$ cat config.mk
export PLATFORM = sky130hd
export DESIGN_NAME = sem_bank
export DESIGN_NICKNAME = d
export VERILOG_FILES = /design/src/rtl/sem_pkg.sv /design/src/rtl/sem_req_bank.sv /design/src/rtl/sem_grant.sv /design/src/rtl/sem_read_latch.sv /design/src/rtl/sem_bank.sv
export SDC_FILE = /design/constraint.sdc
export NUM_CORES = 1
export LEC_CHECK = 0
export BUFFER_PORTS_ARGS = -buffer_cell sky130_fd_sc_hd__buf_2
export CAP_MARGIN = 0
export CORE_ASPECT_RATIO = 0.7
export CORE_MARGIN = 10
export CORE_UTILIZATION = 39
export CTS_CLUSTER_DIAMETER = 100
export DETAILED_ROUTE_END_ITERATION = 7
export PLACE_DENSITY = 0.85
export SLEW_MARGIN = 40
export SYNTH_ARGS = -nofsm -noshare
export SYNTH_HDL_FRONTEND = slang
export SYNTH_SLANG_ARGS = --single-unit
$ cat constraint.sdc
create_clock -name clk -period 1.2 [get_ports clk]
set_input_delay 0.18 -clock clk [delete_from_list [all_inputs] [get_ports clk]]
set_output_delay 0.18 -clock clk [all_outputs]
set_load 0.1 [all_outputs]
$ cat src/rtl/sem_pkg.sv
package sem_pkg;

    localparam int SEM_IDX_W = 3;
    localparam int SEM_NUM   = 1 << SEM_IDX_W;

    typedef logic [SEM_NUM-1:0]   sem_vec_t;
    typedef logic [SEM_IDX_W-1:0] sem_idx_t;

    // decoded write request from one side
    typedef struct packed {
        logic     wr;
        sem_idx_t idx;
        logic     val;   // 0 = request, 1 = release
    } sem_wr_t;

    // ownership pair for one token
    typedef struct packed {
        logic own_l;
        logic own_r;
    } sem_own_t;

    function automatic sem_wr_t decode_wr(input logic sel, input logic we,
                                          input sem_idx_t idx, input logic d0);
        sem_wr_t w;
        w.wr  = sel & we;
        w.idx = idx;
        w.val = d0;
        return w;
    endfunction

    function automatic logic read_win(input logic sel, input logic oe, input logic we);
        return sel & oe & ~we;
    endfunction

    // grant resolution for one token given next request levels (active low)
    function automatic sem_own_t resolve(input sem_own_t cur, input logic rq_l_n,
                                         input logic rq_r_n);
        sem_own_t n;
        if (cur.own_l) begin
            n.own_l = ~rq_l_n;
            n.own_r = rq_l_n & ~rq_r_n;
        end else if (cur.own_r) begin
            n.own_r = ~rq_r_n;
            n.own_l = rq_r_n & ~rq_l_n;
        end else begin
            n.own_l = ~rq_l_n;
            n.own_r = rq_l_n & ~rq_r_n;
        end
        return n;
    endfunction

endpackage

$ cat src/rtl/sem_req_bank.sv
module sem_req_bank
    import sem_pkg::*;
(
    input  logic     clk,
    input  logic     rst,
    input  sem_wr_t  l_wr,
    input  sem_wr_t  r_wr,
    output sem_vec_t req_l_q,
    output sem_vec_t req_r_q,
    output sem_vec_t req_l_nxt,
    output sem_vec_t req_r_nxt
);

    for (genvar i = 0; i < SEM_NUM; i++) begin : g_req
        localparam sem_idx_t MY_IDX = sem_idx_t'(i);

        always_comb begin
            req_l_nxt[i] = (l_wr.wr && l_wr.idx == MY_IDX) ? l_wr.val : req_l_q[i];
            req_r_nxt[i] = (r_wr.wr && r_wr.idx == MY_IDX) ? r_wr.val : req_r_q[i];
        end

        always_ff @(posedge clk) begin
            if (rst) begin
                req_l_q[i] <= 1'b1;
                req_r_q[i] <= 1'b1;
            end else begin
                req_l_q[i] <= req_l_nxt[i];
                req_r_q[i] <= req_r_nxt[i];
            end
        end
    end

endmodule

$ cat src/rtl/sem_grant.sv
module sem_grant
    import sem_pkg::*;
(
    input  logic     clk,
    input  logic     rst,
    input  sem_vec_t req_l_nxt,
    input  sem_vec_t req_r_nxt,
    output sem_vec_t own_l,
    output sem_vec_t own_r
);

    for (genvar i = 0; i < SEM_NUM; i++) begin : g_tok
        sem_own_t cur, nxt;

        always_comb begin
            cur.own_l = own_l[i];
            cur.own_r = own_r[i];
            nxt = resolve(cur, req_l_nxt[i], req_r_nxt[i]);
        end

        always_ff @(posedge clk) begin
            if (rst) begin
                own_l[i] <= 1'b0;
                own_r[i] <= 1'b0;
            end else begin
                own_l[i] <= nxt.own_l;
                own_r[i] <= nxt.own_r;
            end
        end
    end

endmodule

$ cat src/rtl/sem_read_latch.sv
module sem_read_latch #(
    parameter int DATA_W = 16
) (
    input  logic              clk,
    input  logic              rst,
    input  logic              win,
    input  logic              flag,
    output logic [DATA_W-1:0] rdata
);

    logic win_q;
    logic held;

    always_ff @(posedge clk) begin
        if (rst) begin
            win_q <= 1'b0;
            held  <= 1'b1;
        end else begin
            win_q <= win;
            if (win && !win_q)
                held <= flag;
        end
    end

    assign rdata = {DATA_W{held}};

endmodule

$ cat src/rtl/sem_bank.sv
module sem_bank
    import sem_pkg::*;
#(
    parameter int ADDR_W = 15,
    parameter int DATA_W = 16
) (
    input  logic              clk,
    input  logic              rst,
    input  logic              l_sel,
    input  logic              l_we,
    input  logic              l_oe,
    input  logic [ADDR_W-1:0] l_addr,
    input  logic [DATA_W-1:0] l_wdata,
    output logic [DATA_W-1:0] l_rdata,
    input  logic              r_sel,
    input  logic              r_we,
    input  logic              r_oe,
    input  logic [ADDR_W-1:0] r_addr,
    input  logic [DATA_W-1:0] r_wdata,
    output logic [DATA_W-1:0] r_rdata
);

    sem_wr_t  l_wr, r_wr;
    sem_vec_t req_l_q, req_r_q, req_l_nxt, req_r_nxt;
    sem_vec_t own_l, own_r;
    sem_idx_t l_idx, r_idx;
    logic     l_flag, r_flag;

    assign l_idx = l_addr[SEM_IDX_W-1:0];
    assign r_idx = r_addr[SEM_IDX_W-1:0];
    assign l_wr  = decode_wr(l_sel, l_we, l_idx, l_wdata[0]);
    assign r_wr  = decode_wr(r_sel, r_we, r_idx, r_wdata[0]);

    sem_req_bank u_req (
        .clk       (clk),
        .rst       (rst),
        .l_wr      (l_wr),
        .r_wr      (r_wr),
        .req_l_q   (req_l_q),
        .req_r_q   (req_r_q),
        .req_l_nxt (req_l_nxt),
        .req_r_nxt (req_r_nxt)
    );

    sem_grant u_grant (
        .clk       (clk),
        .rst       (rst),
        .req_l_nxt (req_l_nxt),
        .req_r_nxt (req_r_nxt),
        .own_l     (own_l),
        .own_r     (own_r)
    );

    // active-low flag seen by each side
    assign l_flag = ~own_l[l_idx];
    assign r_flag = ~own_r[r_idx];

    sem_read_latch #(.DATA_W(DATA_W)) u_lrd (
        .clk   (clk),
        .rst   (rst),
        .win   (read_win(l_sel, l_oe, l_we)),
        .flag  (l_flag),
        .rdata (l_rdata)
    );

    sem_read_latch #(.DATA_W(DATA_W)) u_rrd (
        .clk   (clk),
        .rst   (rst),
        .win   (read_win(r_sel, r_oe, r_we)),
        .flag  (r_flag),
        .rdata (r_rdata)
    );

endmodule

# Word level (Yosys, flattened, before mapping)
# Cells that the tools add are included.
[totals] reg_bits=36 memories=0 in_bits=70 elab_cells=152 ramBits=0 latch_bits=0 out_inout_bits=32 romBits=0
[classes] add_sub_neg=0 n_eq_ne=14 mux=36 order_cmp=2 bitwise=42 reduce_logical=22 n_shift=0 n_div=0 mul=0
[ops] cell="2-bit 2-to-1 mux" n=16
[ops] cell="3-bit == test (second input constant)" n=8
[ops] cell="1-bit bitwise AND" n=22
[ops] cell="1-bit NOT" n=20
[ops] cell="1-bit logical AND" n=18
[ops] cell="1-bit 2-to-1 mux" n=18
[ops] cell="3-bit by 2-bit == test with 1-bit output (second input constant)" n=4
[ops] cell="3-bit by 4-bit < comparator with 1-bit output (second input constant)" n=2
[ops] cell="1-bit binary-select mux with 3-bit select" n=2
[ops] cell="3-bit by 1-bit == test with 1-bit output (second input constant)" n=2
[ops] cell="3-bit logical NOT" n=2
[ops] cell="1-bit logical NOT" n=2

# Depth between registers and ports, before layout
# Gate-level depths: netlist of the first run.
[depth] ltp_word=7 depth_mapped=5 ltp_nobuf=4

# Modules after synthesis
# A second synthesis of the first run with hierarchy kept.
[unflattened] hier_cells=200 area_unflattened_um2=2145.8
[by_module_without_submodules] mod="sem_req_bank" instances=1 cells_each=84 seq_area_each_um2=320.3 area_per_inst_um2=970.9
[by_module_without_submodules] mod="sem_grant" instances=1 cells_each=58 seq_area_each_um2=320.3 area_per_inst_um2=626.9
[by_module_without_submodules] mod="sem_read_latch" instances=2 cells_each=23 seq_area_each_um2=40.0 area_per_inst_um2=197.7
[by_module_without_submodules] mod="sem_bank" instances=1 cells_each=12 seq_area_each_um2=0.0 area_per_inst_um2=152.6

# Least setup slack after synthesis of the first run
# Ideal clock, no wire load.
[synth_path] path_type="input-to-reg" from="input r_addr[1]" to="register u_rrd.held" setup_time_ns=0.093 t_required_ns=1.107 arrival_time_ns=1.210 cell_stages=4 setup_slack_ns=-0.103 path_buffers=1 path_cell_list="buf_6 > mux4_2 > mux2_2 > o311ai_2"
[synth_via] elab_chain_cells=3
[synth_lines] element="from (decl)" line="sem_bank.sv:18" source="input logic [ADDR_W-1:0] r_addr,"
[synth_lines] element="1-bit binary-select mux with 3-bit select" line="sem_bank.sv:56" source="assign r_flag = ~own_r[r_idx];"
[synth_lines] element="1-bit 2-to-1 mux (not written as such)" line="sem_bank.sv:56"
[synth_lines] element="1-bit NOT" line="sem_bank.sv:56"
[synth_lines] element="to (signal assigned)" line="sem_read_latch.sv:21" source="held <= flag;"
[synth_lines] element="to (decl)" line="sem_read_latch.sv:12" source="logic held;"
# No other way between the ends. The select of a mux whose other input is x is not followed.
# A chain may end at the register's enable or synchronous reset.

# Worst setup path in the final report of the first run
[layout_path] from="register u_grant.own_r[7]" to="register u_rrd.held"
[layout_via] elab_chain_cells=3
[layout_lines] element="from (decl)" line="sem_grant.sv:9" source="output sem_vec_t own_r"
[layout_lines] element="from (signal, indexed assignment)" line="sem_grant.sv:27" source="own_r[i] <= nxt.own_r;"
[layout_lines] element="1-bit binary-select mux with 3-bit select" line="sem_bank.sv:56"
[layout_lines] element="1-bit 2-to-1 mux (not written as such)" line="sem_bank.sv:56"
[layout_lines] element="1-bit NOT" line="sem_bank.sv:56"
# No other way between the ends. The select of a mux whose other input is x is not followed.

==> results of run 1 <==
==> cells by family after synthesis <==
logic type / synth area share, %
simple gates: 15.86
compound gates: 20.65
buf+inv: 17.87
flops: 40.06
mux: 5.563
==> critical path, stage by stage (launching register included) <==
cell      delay, ns
dfxtp_2        0.33
mux4_2         0.47
mux2_4         0.28
o311ai_2       0.20
==> synthesized netlist by cell type, types with 4 or more instances <==
| cell | instances | area share [%] |
|---|---|---|
| buf_2 | 5 | 1.4 |
| a21oi_1 | 5 | 1.4 |
| nor2_1 | 14 | 2.9 |
| nand3_1 | 12 | 3.3 |
| a311oi_1 | 4 | 1.9 |
| o21a_1 | 4 | 1.7 |
| o21ai_1 | 4 | 1.1 |
| a41oi_1 | 4 | 1.9 |
| a311o_1 | 4 | 2.2 |
| inv_1 | 5 | 1.0 |
| nand2_1 | 7 | 1.5 |
| a211o_1 | 4 | 1.9 |
| dfxtp_1 | 36 | 40 |
| a21boi_1 | 5 | 2.1 |
| nand4_1 | 4 | 1.4 |
| buf_4 | 32 | 13 |
| nand2b_1 | 6 | 2.1 |
==> report_power, final <==
part | internal, mW | leakage, nW | switching [mW]
clock network | 0.394 | 0.0410 | 0.413
logic | 0.349 | 0.834 | 0.601
registers | 1.22 | 0.294 | 0.0180
==> layer usage <==
metal	routed length [um]	global-route usage, %	vias up
met1	2120	15.88	775
li1	-	-	759
met2	2480	21.52	67
met5	0	0	-
met4	122	5.278	0
met3	448	3.760	10
==> placed cells by master, fill, tap and decap left out, types with 2 or more instances in the layout <==
cell type and instances:
a311oi_1 4, clkbuf_8 5, a31oi_1 3, o21ai_0 2, nand2b_1 6, buf_12 34
o21ai_1 4, buf_4 28, and3_1 2, and3b_1 2, a41oi_1 4, nand4_1 4
buf_2 15, nor2_1 13, nor3_1 2, a21oi_1 5, inv_1 5, dfxtp_2 3
a221oi_1 2, nor2b_1 2, a21bo_1 2, a311o_1 4, nand2_1 7, a211o_1 4
nand3_1 12, mux4_2 3, nand3b_1 3, dfxtp_1 32, a21boi_1 5, o21a_1 4
==> metrics by stage <==
| step | power [mW] | instance area (um2) | util [%] | hold WS [ns] | TNS [ns] |
|---|---|---|---|---|---|
| 2_1_floorplan | 1.878 | 1813 | - | 0.3192 | -0.09766 |
| 3_3_place_gp | 2.183 | 2565 | 58.24 | 0.4747 | -1.542 |
| 3_5_place_dp | 2.201 | 2565 | 58.24 | 0.4897 | -2.730 |
| 4_1_cts | 2.993 | 2658 | 60.34 | 0.2076 | -1.784 |
| 5_1_grt | 3.101 | 2685 | 60.97 | 0.2346 | -3.271 |
| 6_report | 2.998 | 2685 | 60.97 | 0.2065 | -1.810 |
==> final cells by class <==
type / count / area (um2)
clock buffers: 6 / 72.57
clock inverters: 1 / 5.005
fillers: 356 / 1719
inverters: 6 / 22.52
multi-input cells: 109 / 769.5
flip-flops and latches: 36 / 728.2
well taps: 55 / 68.82
repair buffers: 79 / 1018
==> flip-flops by register name, indices dropped and copies added, names as in the netlist <==
register	cells
u_req.req_l_q	8
u_req.req_r_q	8
u_lrd.win_q	1
u_lrd.held	1
u_rrd.held	1
u_rrd.win_q	1
u_grant.own_r	8
u_grant.own_l	8
==> worst paths after layout <==
| kind | endpoint | slack (ns) |
|---|---|---|
| setup / recovery | u_rrd.held | -0.17 |
| hold / removal | u_rrd.win_q | 0.21 |
| setup reg to reg | u_rrd.held | -0.17 |
| hold reg to reg | u_grant.own_l[7] | 0.49 |
==> repair_timing <==
item,in CTS,in global routing
endpoints found under the setup margin,34,34
pin swaps,2,0
gates resized for setup,6,1
cloned,0,1
==> flow_summary.json, run 1 <==
{
  "status": "complete, but fails checks",
  "violations": "setup timing",
  "min_path_cells": 3,
  "gr-usage-all-layers_pct": 13.23,
  "synth_edf_count": 0,
  "min-delay-start": "r_oe",
  "ys.flop_type": "dfxtp_1",
  "fin_crit_sh_pct": 114.5,
  "relSlewSlack_pct": 76.55,
  "hpwl_mm": 4.059,
  "overflow": 0,
  "cap_violations": 0,
  "grt_first_pass_wirelength_mm": 8.231,
  "dieArea_um2": 7773,
  "rsz0062_at_grt": "yes",
  "syn_area_um2": 1799,
  "tightest_slew_ns": 0.3491,
  "final_antenna_net_count": 0,
  "min_path_type": "input pin to flip-flop",
  "ctsHoldBuffers": 0,
  "diodes": 0,
  "dr.pass1.iters": 4,
  "finalSetupViolCount": 33,
  "syn-num-nets": 263,
  "endpoint_kind": "flip-flop",
  "synth_cell_types": 39,
  "io_buffers": 47,
  "hold_viol_final": 0,
  "slew_violations": 0,
  "startpoint": "u_grant.own_r[7]",
  "clk_latency_ns": 0.29,
  "cp.required_ns": 1.40,
  "finalWirelength_mm": 5.172,
  "powerDensity_nw_per_um2": 1117,
  "max-vdd-ir-drop_mv": 0.6463,
  "vias_per_cell": 5.517,
  "clock_path_buffers": 2,
  "vias": 1611,
  "start_util_pct": 40.85,
  "start_kind": "flip-flop",
  "cts_tree": "yes",
  "cts.sinks": 36,
  "skew_ns": 0.009039,
  "max_freq_mhz": 727.8,
  "rows": 20,
  "antenna_found_initial": 0,
  "core-area_um2": 4404,
  "numCtsBuffers": 5,
  "p_leak_nw": 1.169,
  "layout.nets": 307,
  "ys_seq_elements": 36,
  "fp.dieH_um": 76.83,
  "syn_area_per_cell_um2": 9.322,
  "path_class": "flip-flop to flip-flop",
  "htreeDepth": 2,
  "pre_cts_ws_ns": -0.2103,
  "grt_pass1_vias": 1614,
  "ios": 102,
  "synthCells": 193,
  "drcViolationCount": 0,
  "critPathMaxFanout": 3,
  "ys_async_sr_fraction_pct": 0,
  "cts_root_buffer": "clkbuf_8",
  "stdcell_count": 292,
  "crit_arrival_ns": 1.58,
  "die_w_um": 101.2,
  "drive_above_1_share_pct": 40.93,
  "grt_max_degree": 17,
  "place.gp.congestion": 0.8554,
  "fin_crit_ns": 1.374,
  "synth_warnings": 0,
  "crit-reg2reg-launch": "u_grant.own_r[7]",
  "wl_per_cell_um": 17.71,
  "syn_to_final_growth_pct": 49.24,
  "layout_setup_ws_ns": -0.1740,
  "clkTransAtPathRegs_ns": 0.07,
  "placed_cells": 284,
  "drt-initial-drc-count": 138,
  "seq_area_frac_synth_pct": 40.06,
  "reg2reg_depth": 3,
  "post-cts-setup-buffer-count": 0
}
(Power assumes the default switching activity.)
==> run 2: changes to the inputs <==
- ABC_AREA: not set -> 1
- CORE_UTILIZATION: 39 -> 41
- PLACE_DENSITY: 0.85 -> 0.87
==> run 2 against run 1 <==
  * The flow still finishes with violations (setup timing)
  * First-iteration DRC count grew 36%
  * Final cell count grew 20%
  * Clock power grew 13%
  * Critical endpoint is now r_rdata[3]
  * Maximum frequency grew 11%
  * Non-clock buffer count shrank 27
  * Utilization grew 0.27 points
  * Die area grew 2.2%
  * Via count grew 7.0%
==> flow_summary.json, run 2 <==
{
  "status": "complete, but fails checks",
  "violations": "setup timing",
  "power_mw": 3.145,
  "crit_top_cell": "buf_12",
  "max-vdd-ir-drop_mv": 0.7593,
  "path_class": "flip-flop to output pin",
  "die_w_um": 102.3,
  "r2r_setup_slack_ns": 0.24,
  "p_leak_nw": 1.308,
  "dr.pass1.iters": 4,
  "path_delay_family": "flip-flops",
  "max_freq_mhz": 810.0,
  "place.gp.congestion": 0.9240,
  "dieArea_um2": 7941,
  "slew_violations": 0,
  "vias_per_cell": 4.909,
  "syn_area_per_cell_um2": 7.122,
  "start_util_pct": 43.65,
  "finalSetupViolCount": 32,
  "ios": 102,
  "wl_per_cell_um": 14.98,
  "diodes": 0,
  "numCtsBuffers": 5,
  "layout_common_cells": "nand2_1 (73), nand3_1 (37), dfxtp_1 (34), nor2_1 (32), buf_12 (27)",
  "ys_top_cells_by_count": "nand2_1 (73), nand3_1 (37), dfxtp_1 (36), buf_4 (34), nor2_1 (32)",
  "cts_root_buffer": "clkbuf_8",
  "final_antenna_net_count": 0,
  "ys_seq_elements": 36,
  "p_seq_share_pct": 39.3,
  "cts.sinks": 36,
  "clkTransAtPathRegs_ns": 0.08,
  "critPathMaxFanout": 9,
  "final_common_cell": "nand2_1",
  "synth_edf_count": 0,
  "layout.nets": 365,
  "syn_area_um2": 1944,
  "skew_ns": 0.01113,
  "hpwl_mm": 3.950,
  "synthMostInstantiatedCell": "nand2_1",
  "clock_path_buffers": 2,
  "crit_slowest_cell": "dfxtp_4",
  "finalWirelength_mm": 5.257,
  "min_path_type": "input pin to flip-flop",
  "grt_first_pass_wirelength_mm": 8.687,
  "cts_tree": "yes",
  "p_switching_mw": 1.117,
  "tightest_slew_ns": 0.2387,
  "post-cts-setup-buffer-count": 0,
  "core-area_um2": 4454,
  "grt_max_degree": 17,
  "critPathBufInv": 2,
  "synth_top_area_cell": "dfxtp_1",
  "slowest_delay_ns": 0.38,
  "combPwrFrac_pct": 31.6,
  "rows": 20,
  "relSlewSlack_pct": 84.05,
  "pwr-share-clk_pct": 29.0,
  "layout_setup_ws_ns": -0.03453,
  "endpoint_kind": "output pin",
  "drcViolationCount": 0,
  "fin_crit_sh_pct": 102.9,
  "gr-usage-all-layers_pct": 13.92,
  "synth_warnings": 0,
  "cp.required_ns": 1.02,
  "synth_cell_types": 17,
  "crit_arrival_ns": 1.05,
  "start_kind": "flip-flop",
  "ys_async_sr_fraction_pct": 0,
  "rsz0062_at_grt": "yes",
  "drt-initial-drc-count": 188,
  "powerDensity_nw_per_um2": 1153,
  "drive_above_1_share_pct": 29.05,
  "fin_crit_ns": 1.235,
  "cap_violations": 0,
  "fp.dieH_um": 77.62,
  "syn_to_final_growth_pct": 40.28,
  "pre_cts_ws_ns": 0.07522,
  "vias": 1723,
  "yosysTopAreaCellShare_pct": 37.07,
  "p_int_mw": 2.028,
  "io_buffers": 47,
  "area.sequential_um2": 728.2,
  "grt_pass1_vias": 1762,
  "syn-num-nets": 343,
  "htreeDepth": 2,
  "seq_area_frac_synth_pct": 37.07,
  "hold_viol_final": 0,
  "antenna_found_initial": 0,
  "synthCells": 273,
  "nFillCells": 353,
  "clk_latency_ns": 0.31,
  "synthTopCellsByArea": "dfxtp_1 (37%), nand2_1 (14%), buf_4 (13%), nand3_1 (9.5%), nor2_1 (6.2%)",
  "multi_input_area_um2": 852.1,
  "swShare_pct": 35.53,
  "overflow": 0,
  "path_cells": "buf_12 -> buf_12",
  "ys.flop_type": "dfxtp_1"
}
-- run 2: cell types whose count changed in the layout (fill, tap and decap cells not counted), moves of 15 or more --
cell | before | now
nand2_1 | 7 | 73
buf_4 | 28 | 0
nand3_1 | 12 | 37
nor2_1 | 13 | 32
inv_1 | 5 | 20
-- run 2: routing by layer --
metal  GRT usage [%]  wire [um]  up-vias
met2           22.58       2513       78
met4           6.180        136        0
li1                -          -      866
met5               0          0        -
met1           15.39       2038      768
met3           6.195        568       11
-- run 2: power by group through the flow --
stage	clock (mW)	sequential, mW	combinational, mW
after floorplan	0	1.27	0.657
after global placement	0	1.26	0.938
after detailed placement	0	1.26	0.950
after CTS	0.914	1.24	0.988
after global routing	0.977	1.24	1.04
final	0.913	1.24	0.995
-- run 2: path summary, 6_finish.rpt --
path,start,end,depth (start not counted)
max,u_rrd.held,r_rdata[3],2
min,rst,u_lrd.win_q,2
max reg2reg,u_grant.own_r[6],u_grant.own_l[6],4
min reg2reg,u_req.req_l_q[3],u_req.req_l_q[3],2
-- run 2: final cells by class --
type	count	area share, %
Sequential cell	36	26.70
Inverter	26	3.578
Clock buffer	8	3.303
Tap cell	55	2.523
Multi-Input combinational cell	174	31.24
Timing Repair Buffer	52	32.66
-- run 2: what timing repair did --
action / in CTS / in global routing
setup endpoints to repair: 32 / 32
endpoints found under the hold margin: 0 / 0
hold buffers: 0 / 0
gates cloned: 1 / 0
resized for setup: 13 / 1
-- run 2: worst reg2reg max path, stage by stage (launching register included) --
cell and delay (ns):
dfxtp_1 0.32, inv_1 0.06, nor2_1 0.19, nand3_1 0.14, nor2b_1 0.15
-- run 2: stage by stage --
stage               setup TNS [ns]  hold WS [ns]  cells  area (um2)  utilization [%]
global route                -1.554        0.1317    351        2728            61.24
floorplan                        0        0.2524    273        1944                -
global placement                 0        0.4262    342        2535            56.91
CTS                        -0.6776        0.1281    351        2720            61.07
detailed placement               0        0.4472    342        2535            56.91
finish                     -0.6627        0.1254    351        2728            61.24
-- run 2: cell families after synthesis --
family / after synthesis / share of synthesized area [%]
AND/OR/NAND/NOR: 172 / 43.31
buffers and inverters: 63 / 19.11
flip-flops: 36 / 37.07
AO/OA/AOI/OAI: 2 / 0.5148
==> run 3: changes to the inputs <==
- BUFFER_PORTS_ARGS: -buffer_cell sky130_fd_sc_hd__buf_2 -> not set
- CORE_MARGIN: 10 -> 2
- CORE_UTILIZATION: 41 -> 42
- DONT_BUFFER_PORTS: not set -> 1
- PLACE_DENSITY: 0.87 -> 0.69
==> run 3 against run 2 <==
  * The flow still finishes with violations (setup timing)
  * First-iteration DRC count fell by 64%
  * Combinational power fell by 31%
  * Critical path depth fell by 1
  * Non-clock buffer count fell by 40
  * Clock-buffer cell count fell by 1
  * Power fell by 8.7%
  * Hold slack got worse by 0.068 ns
  * Highest routed layer unchanged
==> flow_summary.json, run 3 (synthesized netlist as in run 2, its figures left out) <==
{
  "diodes": 0,
  "path_class": "flip-flop to output pin",
  "area.sequential_um2": 728.2,
  "gr-usage-all-layers_pct": 16.17,
  "start_util_pct": 44.15,
  "min_path_cells": 2,
  "die_w_um": 85.33,
  "stdcell_count": 310,
  "powerDensity_nw_per_um2": 1377,
  "finalWirelength_mm": 3.797,
  "pre_cts_ws_ns": 0.1102,
  "antenna_found_initial": 0,
  "hold_viol_final": 0,
  "dieArea_um2": 5198,
  "critPathMaxFanout": 5,
  "status": "complete, but fails checks",
  "layout.nets": 325,
  "layout_common_cells": "nand2_1 (73), nand3_1 (37), dfxtp_1 (34), nor2_1 (32), inv_1 (20)",
  "rsz0062_at_grt": "yes",
  "max-vdd-ir-drop_mv": 0.7996,
  "drcViolationCount": 0,
  "cts_root_buffer": "clkbuf_8",
  "min_path_type": "input pin to flip-flop",
  "fp.dieH_um": 60.93,
  "clk_latency_ns": 0.29,
  "fin_util_pct": 47.33,
  "grt_max_degree": 17,
  "cts_tree": "yes",
  "wl_per_cell_um": 12.25,
  "hpwl_mm": 2.811,
  "min-delay-start": "r_oe",
  "nFillCells": 452,
  "path_delay_family": "buffers and inverters",
  "clock_path_buffers": 2,
  "clkTransAtPathRegs_ns": 0.07,
  "cap_violations": 0,
  "fin_crit_sh_pct": 113.7,
  "htreeDepth": 2,
  "syn_to_final_growth_pct": 7.207,
  "final_common_cell": "nand2_1",
  "grt_first_pass_wirelength_mm": 6.223,
  "endpoint_kind": "output pin",
  "multi_input_area_um2": 852.1,
  "r2r_setup_slack_ns": 0.30,
  "relSlewSlack_pct": 83.31,
  "overflow": 0,
  "drt-initial-drc-count": 67,
  "reg2reg_depth": 7,
  "vias": 1454,
  "numCtsBuffers": 5,
  "drive_above_1_share_pct": 18.04,
  "slew_violations": 0,
  "rows": 20,
  "fin_crit_ns": 1.364,
  "slowest_delay_ns": 0.45,
  "placed_cell_area_um2": 1937,
  "crit_arrival_ns": 1.18,
  "dr.pass1.iters": 4,
  "path_cells": "buf_16",
  "skew_ns": 0.006650,
  "start_kind": "flip-flop",
  "layout_setup_ws_ns": -0.1642,
  "critPathBufInv": 1,
  "crit-reg2reg-launch": "u_grant.own_l[0]",
  "stdcell_area_um2": 2085,
  "placed_cells": 300,
  "p_leak_nw": 0.9582,
  "core-area_um2": 4404,
  "rr_endpoint": "u_lrd.held",
  "max_freq_mhz": 733.0,
  "finalSetupViolCount": 32,
  "crit_slowest_cell": "buf_16",
  "grt_pass1_vias": 1319,
  "cts.sinks": 36,
  "place.gp.congestion": 0.8638,
  "tightest_slew_ns": 0.2503,
  "ios": 102,
  "cp.required_ns": 1.02,
  "final_antenna_net_count": 0,
  "io_buffers": 0,
  "vias_per_cell": 4.690,
  "hold_end": "u_rrd.win_q",
  "violations": "setup timing"
}
==> run 3: cell count changes in the layout (fill, tap and decap cells not counted) <==
cell,delta
buf_4,+2
buf_16,-4
clkbuf_1,-2
buf_12,-25
buf_6,+1
buf_2,-15
clkbuf_8,+1
dlygate4sd3_1,+1
==> run 3: stage by stage <==
stage | power (mW) | hold slack (ns) | TNS [ns]
after floorplan | 1.925 | 0.2524 | 0
after global placement | 1.935 | 0.2530 | 0
after detailed placement | 1.938 | 0.2548 | 0
after CTS | 2.898 | 0.05166 | -4.783
after global routing | 2.975 | 0.07184 | -5.428
final | 2.871 | 0.05748 | -4.431
==> run 3: where the power goes <==
group | internal (mW) | leakage (nW) | switching, mW | total, mW
logic | 0.137 | 0.616 | 0.551 | 0.688
registers | 1.22 | 0.292 | 0.0211 | 1.24
clock network | 0.511 | 0.0503 | 0.428 | 0.940
==> run 3: layout make-up <==
cell class              count  share of cell area (%)
flip-flops and latches     36                   34.93
multi-input cells         174                   40.88
inverters                  26                   4.682
well taps                  55                   3.301
repair buffers             12                   11.58
clock buffers               7                   4.622
==> run 3: how the worst max path moves through the flow <==
stage	from	end	slack, ns	cells past startpoint
after floorplan	u_lrd.held	l_rdata[0]	0.11	1
after global placement	u_lrd.held	l_rdata[12]	0.11	1
after detailed placement	u_lrd.held	l_rdata[12]	0.11	1
after CTS	u_rrd.held	r_rdata[12]	-0.17	1
after global routing	u_lrd.held	l_rdata[0]	-0.19	1
final	u_rrd.held	r_rdata[13]	-0.16	1
==> run 3: timing repair <==
action | CTS | global route
setup buffers | 2 | 0
hold buffers | 1 | 0
hold endpoints to repair | 4 | 0
resized for setup | 2 | 2
setup endpoints to repair | 28 | 32
==> run 3: routing by layer <==
| layer | GRT usage, % | vias to the layer above | routed length, um |
|---|---|---|---|
| li1 | - | 776 | - |
| met1 | 22.70 | 628 | 1910 |
| met2 | 22.10 | 42 | 1434 |
| met3 | 5.442 | 8 | 373 |
| met4 | 8.163 | 0 | 80 |
| met5 | 0 | - | 0 |
